## config.mk

```make
export PLATFORM = sky130hd
export DESIGN_NAME = acq_trig_unit
export DESIGN_NICKNAME = d
export VERILOG_FILES = /design/src/rtl/acq_trig_pkg.sv /design/src/rtl/acq_thresh_det.sv /design/src/rtl/acq_trig_delay.sv /design/src/rtl/acq_ext_sync.sv /design/src/rtl/acq_trig_unit.sv
export SDC_FILE = /design/constraint.sdc
export NUM_CORES = 1
export LEC_CHECK = 0
export BUFFER_PORTS_ARGS = -buffer_cell sky130_fd_sc_hd__buf_4
export CAP_MARGIN = 5
export CORE_UTILIZATION = 50
export DETAILED_ROUTE_END_ITERATION = 8
export MAX_ROUTING_LAYER = met4
export PLACE_DENSITY_LB_ADDON = 0.2
export SKIP_CTS_REPAIR_TIMING = 1
export SYNTH_ARGS = -nofsm -noshare
export SYNTH_HDL_FRONTEND = slang
export SYNTH_HIERARCHICAL = 1
export SYNTH_SLANG_ARGS = --single-unit
```

## constraint.sdc

```tcl
create_clock -name clk -period 3.15 [get_ports clk]
set_input_delay 0.315 -clock clk [delete_from_list [all_inputs] [get_ports clk]]
set_output_delay 0.315 -clock clk [all_outputs]
set_load 0.01 [all_outputs]
```

## src/rtl/acq_trig_pkg.sv

```systemverilog
package acq_trig_pkg;

    typedef enum logic {
        SLOPE_RISE = 1'b0,
        SLOPE_FALL = 1'b1
    } slope_e;

    typedef enum logic {
        DLY_IDLE = 1'b0,
        DLY_RUN  = 1'b1
    } dly_state_e;

    // Sign-extend a W-bit value into W+2 bits so that threshold +/- hysteresis cannot overflow
    function automatic logic signed [17:0] widen16(input logic signed [15:0] v);
        return 18'(v);
    endfunction

endpackage

```

## src/rtl/acq_thresh_det.sv

```systemverilog
module acq_thresh_det
    import acq_trig_pkg::*;
#(
    parameter int SAMPLE_W = 16
) (
    input  logic                       clk,
    input  logic                       rst,
    input  logic signed [SAMPLE_W-1:0] sample_i,
    input  logic signed [SAMPLE_W-1:0] thresh_i,
    input  logic signed [SAMPLE_W-1:0] hyst_i,
    input  logic                       slope_i,
    output logic                       hit_o
);
    localparam int XW = SAMPLE_W + 2;

    logic signed [XW-1:0] s_x, t_x, h_x, lo_lim, hi_lim;
    logic armed, crossed, rearm;
    slope_e slope;

    always_comb begin
        slope  = slope_e'(slope_i);
        s_x    = XW'(sample_i);
        t_x    = XW'(thresh_i);
        h_x    = XW'(hyst_i);
        lo_lim = t_x - h_x;
        hi_lim = t_x + h_x;
        if (slope == SLOPE_RISE) begin
            crossed = (s_x >= t_x);
            rearm   = (s_x <  lo_lim);
        end else begin
            crossed = (s_x <= t_x);
            rearm   = (s_x >  hi_lim);
        end
        hit_o = armed && crossed;
    end

    always_ff @(posedge clk) begin
        if (rst) begin
            armed <= 1'b1;
        end else if (hit_o) begin
            armed <= 1'b0;
        end else if (!armed && rearm) begin
            armed <= 1'b1;
        end
    end

    // a fire always disarms, so two fires in a row are impossible
    a_r3_no_back_to_back: assert property (@(posedge clk) disable iff (rst)
        hit_o |=> !hit_o);

    // a disarmed rising detector that has not seen the re-arm level stays silent
    a_r3_hold_disarmed: assert property (@(posedge clk) disable iff (rst)
        (!armed && !rearm && !hit_o) |=> !hit_o);

endmodule

```

## src/rtl/acq_trig_delay.sv

```systemverilog
module acq_trig_delay
    import acq_trig_pkg::*;
#(
    parameter int DLY_W = 32
) (
    input  logic             clk,
    input  logic             rst,
    input  logic             pulse_i,
    input  logic [DLY_W-1:0] dly_i,
    output logic             pulse_o
);
    dly_state_e       st;
    logic [DLY_W-1:0] cnt;

    always_ff @(posedge clk) begin
        if (rst) begin
            st      <= DLY_IDLE;
            cnt     <= '0;
            pulse_o <= 1'b0;
        end else begin
            pulse_o <= 1'b0;
            unique case (st)
                DLY_IDLE: begin
                    if (pulse_i) begin
                        if (dly_i == '0) begin
                            pulse_o <= 1'b1;
                        end else begin
                            st  <= DLY_RUN;
                            cnt <= dly_i;
                        end
                    end
                end
                DLY_RUN: begin
                    cnt <= cnt - 1'b1;
                    if (cnt == DLY_W'(1)) begin
                        st      <= DLY_IDLE;
                        pulse_o <= 1'b1;
                    end
                end
                default: st <= DLY_IDLE;
            endcase
        end
    end

    // zero delay is a single register stage
    a_r6_zero_passthru: assert property (@(posedge clk) disable iff (rst)
        (pulse_i && st == DLY_IDLE && dly_i == '0) |=> pulse_o);

    // a running counter never holds zero
    a_r7_run_nonzero: assert property (@(posedge clk) disable iff (rst)
        (st == DLY_RUN) |-> (cnt != '0));

    // no output until the count reaches its last step, whatever arrives on the input
    a_r7_quiet_while_running: assert property (@(posedge clk) disable iff (rst)
        (st == DLY_RUN && cnt > DLY_W'(1)) |=> !pulse_o);

endmodule

```

## src/rtl/acq_ext_sync.sv

```systemverilog
module acq_ext_sync (
    input  logic clk,
    input  logic rst,
    input  logic async_i,
    output logic rise_o
);
    logic [2:0] sh;

    always_ff @(posedge clk) begin
        if (rst) begin
            sh <= '0;
        end else begin
            sh <= {sh[1:0], async_i};
        end
    end

    assign rise_o = sh[1] & ~sh[2];

    // an edge is reported for exactly one cycle
    a_r8_single_edge: assert property (@(posedge clk) disable iff (rst)
        rise_o |=> !rise_o);

endmodule

```

## src/rtl/acq_trig_unit.sv

```systemverilog
module acq_trig_unit
    import acq_trig_pkg::*;
#(
    parameter int NCH      = 4,
    parameter int SAMPLE_W = 16,
    parameter int DLY_W    = 32
) (
    input  logic                    clk,
    input  logic                    rst,
    input  logic [NCH*SAMPLE_W-1:0] samples_i,
    input  logic [NCH*SAMPLE_W-1:0] thresh_i,
    input  logic [NCH*SAMPLE_W-1:0] hyst_i,
    input  logic [NCH-1:0]          slope_i,
    input  logic [NCH*DLY_W-1:0]    ch_dly_i,
    input  logic [NCH-1:0]          int_en_i,
    input  logic                    ext_trig_i,
    input  logic                    ext_en_i,
    input  logic [DLY_W-1:0]        ext_dly_i,
    input  logic                    sw_wr_i,
    input  logic                    sw_en_i,
    input  logic                    time_trig_i,
    input  logic                    time_en_i,
    output logic                    trig_o
);
    logic [NCH-1:0] ch_hit, ch_delayed;
    logic           ext_rise, ext_delayed;
    logic           trig_q;

    for (genvar c = 0; c < NCH; c++) begin : g_ch
        logic gated;

        acq_thresh_det #(.SAMPLE_W(SAMPLE_W)) u_det (
            .clk      (clk),
            .rst      (rst),
            .sample_i (samples_i[c*SAMPLE_W +: SAMPLE_W]),
            .thresh_i (thresh_i[c*SAMPLE_W +: SAMPLE_W]),
            .hyst_i   (hyst_i[c*SAMPLE_W +: SAMPLE_W]),
            .slope_i  (slope_i[c]),
            .hit_o    (ch_hit[c])
        );

        assign gated = ch_hit[c] & int_en_i[c];

        acq_trig_delay #(.DLY_W(DLY_W)) u_dly (
            .clk     (clk),
            .rst     (rst),
            .pulse_i (gated),
            .dly_i   (ch_dly_i[c*DLY_W +: DLY_W]),
            .pulse_o (ch_delayed[c])
        );
    end

    acq_ext_sync u_ext_sync (
        .clk     (clk),
        .rst     (rst),
        .async_i (ext_trig_i),
        .rise_o  (ext_rise)
    );

    acq_trig_delay #(.DLY_W(DLY_W)) u_ext_dly (
        .clk     (clk),
        .rst     (rst),
        .pulse_i (ext_rise & ext_en_i),
        .dly_i   (ext_dly_i),
        .pulse_o (ext_delayed)
    );

    always_ff @(posedge clk) begin
        if (rst) begin
            trig_q <= 1'b0;
        end else begin
            trig_q <= (|ch_delayed) | ext_delayed
                    | (sw_wr_i & sw_en_i) | (time_trig_i & time_en_i);
        end
    end

    assign trig_o = trig_q;

    // an enabled software strobe reaches the output one cycle later
    a_r9_sw_next: assert property (@(posedge clk) disable iff (rst)
        (sw_wr_i && sw_en_i) |=> trig_o);

    // an enabled timed pulse reaches the output one cycle later
    a_r10_time_next: assert property (@(posedge clk) disable iff (rst)
        (time_trig_i && time_en_i) |=> trig_o);

    // the output register is clear in the cycle after reset
    a_r1_reset_quiet: assert property (@(posedge clk)
        rst |=> !trig_o);

endmodule

```

==> key figures <==
Outcome
  • Outcome: finished clean

STA
  • Fin. max-slew vios: 0
  • Fmax: 329.6 MHz
  • Max Clock Skew: 0.01413 ns
  • Setup tns final: 0 ns
  • Slew @ Worst Pin: 1.098 ns
  • Worst hold margin: 0.07952 ns
  • Setup ws final: between 0.1 and 0.15 ns
  • Slew Limit Headroom: 26.53%
  • Final period utilization: 96.31%
  • Final hold vios: 0
  • Finish-stage setup viols: 0
  • Tmin final: between 3 and 4 ns

CTS
  • CTS Buf Count: 17
  • Sink Count: roughly 180
  • Clock slew seen by the registers of the worst setup and hold paths: 0.08 ns
  • Clk_lat worst skew: 0.45 ns
  • Clk buf depth: 2
  • H-Tree Depth: 4
  • Root buffer cell: clkbuf_16
  • CTS tree: done

Placed design
  • Placed cell areas: 27580 um2
  • PortBufs: 368
  • Gp weighted congestion: 0.9766
  • DPL Wire Length: ~59000 um
  • Place WS: -0.4300 ns

Critical path
  • CP arrival: 3.41 ns
  • Required @ worst endpoint: 3.53 ns
  • R2r startpoint: u_ext_dly/cnt[2]
  • CP Class: input port to flop
  • Crit end category: flop
  • Critical path startpoint category: input port
  • Reg-to-reg endpoint: u_ext_dly/cnt[30]
  • Worst reg-to-reg path cell count: 6
  • CP max FO: 3
  • Reg2Reg Setup Slack: around 0.70 ns

Logic synthesis
  • Post-synth cell types: 108
  • Cell Area, Synth: 22160 um2
  • Syn Inst Count: 2849
  • EDFF count, synth: 0
  • Synth Flop Type: dfxtp_1
  • Register area share after synthesis: about 16%
  • Syn avg cell area: a little under 8 um2
  • Async set-reset flop share out of synthesis: 0%
  • Total number of yosys warnings: 6
  • Yosys reg bits: approximately 180
  • Synthesized Nets: roughly 3600

GRT
  • Initial antenna violation count: 8
  • Overflow after GRT: 0
  • Largest net degree at the start of global routing: 55
  • Number of global-route vias before repair: between 20000 and 25000
  • Global-route wire length before repair: 113000 um
  • Total track usage: 31.48%

Die
  • # IOs: 369
  • Die footprint: 45170 um2
  • Core Area: 43360 um2
  • Die span in y: 212.5 um
  • Die W: 212.5 um
  • Cell row count: 76
  • Initial core utilization: 51.11%

Pwr
  • Max VDD drop: about 430 uV
  • P per Cell Area: 431.9 nW/um2
  • Pleak: 12.81 nW

Drt
  • Via count: 23980
  • Via density: around 6
  • Drt pass-1 iters: 6
  • Top Layer Used: met4
  • Met2 WL: about 33000 um
  • WL met3: 3958 um
  • Total wire length: 71140 um
  • M1 wire length: 31650 um
  • Routed len/inst: between 15 and 20 um
  • Drt first-iter violations: 1580
  • Post-route ant nets: 0
  • DR DRC count: 0

Layout
  • Synthesis-to-finish area growth: 27.87%
  • Final #Nets: 4147
  • Final core occ: roughly two thirds
  • Final Instance Area: 28340 um2
  • Layout cell share with drive strength beyond 1: 25.78%

Min path
  • Worst min path class: input port to flop
  • HP Start: ch_dly_i[120]
  • Hold depth: 3
  • Hold EP: g_ch[3].u_dly/cnt[24]

Flow run
  • Max_cap viols: 0
==> report_power, final <==
| part | switching [mW] | internal, mW | leakage (nW) |
|---|---|---|---|
| clock network | 0.999 | 1.25 | 0.294 |
| logic | 3.87 | 3.08 | 11.1 |
| registers | 0.439 | 2.60 | 1.46 |
==> critical path, cell delays in order <==
cell and delay [ns]:
buf_4 0.12, inv_1 0.05, ha_1 0.16, inv_1 0.06, fa_2 0.37, a211oi_4 0.27, o211ai_2 0.17, a31oi_4 0.23
nor3_2 0.07, nor4_1 0.17, a21oi_1 0.08, ha_1 0.30, or4b_4 0.47, a211oi_1 0.28, o21ai_0 0.13, a22oi_1 0.17
==> per-layer routing <==
layer	global-route usage, %	vias up
met1	39.99	11240
met5	-	-
met3	3.279	142
met2	51.67	839
met4	11.14	0
li1	-	11760
==> state kept, by name (all words and copies together), names as in the netlist <==
| name | cells |
|---|---|
| g_ch.u_dly/cnt | 128 |
| u_ext_dly/cnt | 32 |
| g_ch.u_det/armed | 4 |
| g_ch.u_dly/pulse_o | 4 |
| g_ch.u_dly/st | 4 |
| u_ext_sync/sh | 3 |
| trig_o | 1 |
| u_ext_dly/pulse_o | 1 |
| u_ext_dly/st | 1 |
==> metrics by stage <==
stage          instances  total power, mW
3_5_place_dp        4003            9.860
5_1_grt             4042            13.12
3_3_place_gp        4003            9.681
2_1_floorplan       2849            7.652
4_1_cts             4034            12.15
6_report            4042            12.24
==> cells in the final DEF, fill, tap and decap left out, types with 17 or more instances in the layout <==
| master | n |
|---|---|
| o21bai_1 | 17 |
| inv_1 | 227 |
| a21o_1 | 22 |
| a211oi_1 | 35 |
| nand2_1 | 206 |
| ha_1 | 334 |
| a21oi_1 | 209 |
| or2_2 | 28 |
| xnor2_1 | 101 |
| or4_1 | 25 |
| clkbuf_16 | 17 |
| o21a_1 | 23 |
| nor3b_1 | 19 |
| o31ai_1 | 20 |
| nor4_1 | 83 |
| nand3b_1 | 24 |
| or3_1 | 30 |
| nand4_1 | 36 |
| o211ai_1 | 33 |
| nand3_1 | 75 |
| mux2i_1 | 17 |
| nor3_1 | 96 |
| nor2_1 | 200 |
| buf_4 | 679 |
| a221o_1 | 23 |
| a31oi_1 | 30 |
| nand2b_1 | 43 |
| o21ai_0 | 129 |
| xor2_1 | 47 |
| nor2b_1 | 31 |
| o21ai_1 | 18 |
| a22oi_1 | 43 |
| dfxtp_1 | 178 |
==> synthesized netlist by cell type, types with 8 or more instances <==
cell      instances  area (um2)
nor3b_1          20       150.1
o311ai_0         12       105.1
o41ai_2          10       162.7
nand3b_1         24       180.2
nor4_1           86       538.0
a211oi_1         39       292.8
or2_2            28       175.2
a31oi_1          30       187.7
mux2i_1          18       180.2
o21ai_0         130       650.6
mux2_2            8       90.09
nor3_1          101       505.5
nand3_1          75       375.4
o21bai_1         17       127.6
o31ai_1          20       150.1
clkbuf_1         61       229.0
and3_1           11       68.82
nand2b_1         43       269.0
buf_2            27       135.1
a211o_1          11       96.34
o211ai_1         33       247.7
a21oi_1         211        1056
a21o_1           22       165.2
o21ai_1          20       100.1
xnor2_1         101       884.6
buf_6            10       112.6
nor2_1          204       765.7
o21a_1           23       172.7
o22ai_1          12       75.07
nor2b_1          31       193.9
ha_1            334        4179
a221o_1          23       230.2
nand2_1         206       773.2
xor2_1           47       411.6
or4_1            25       187.7
nand4_1          36       225.2
a221oi_1         17       148.9
fa_1              8       160.2
inv_1           227       852.1
a22oi_1          43       322.8
dfxtp_1         178        3563
or3_1            30       187.7
and2_1           12       75.07
==> worst max-delay path by stage <==
| stage | startpoint | slack, ns | endpoint |
|---|---|---|---|
| detailed placement | thresh_i[33] | -0.43 | g_ch[2].u_dly/cnt[30] |
| global placement | thresh_i[0] | -0.27 | g_ch[0].u_det/armed |
| floorplan | thresh_i[0] | 0.02 | g_ch[0].u_det/armed |
| finish | thresh_i[16] | 0.12 | g_ch[1].u_det/armed |
| CTS | thresh_i[33] | 0.01 | g_ch[2].u_dly/cnt[30] |
| global route | thresh_i[0] | -0.002 | g_ch[0].u_det/armed |
==> cell families (layout without fill, tap and decap cells) <==
family	Yosys count	after routing	synth area share, %
other cells	0	8	0
simple gates	1003	1003	24.98
flops	178	178	16.08
fa+ha+maj	342	342	19.58
buf+inv	346	946	6.430
xor+xnor	148	148	5.849
mux	26	26	1.219
compound gates	806	806	25.87
==> layout make-up <==
| type | instances | area (um2) |
|---|---|---|
| Multi-Input combinational cell | 2325 | 17380 |
| Fill cell | 3866 | 15020 |
| Timing Repair Buffer | 682 | 5157 |
| Sequential cell | 178 | 3563 |
| Inverter | 233 | 874.6 |
| Tap cell | 585 | 732.0 |
| Clock buffer | 20 | 466.7 |
| Clock inverter | 11 | 141.4 |
| Antenna cell | 8 | 20.02 |
Power figures use the tool's default switching activity.
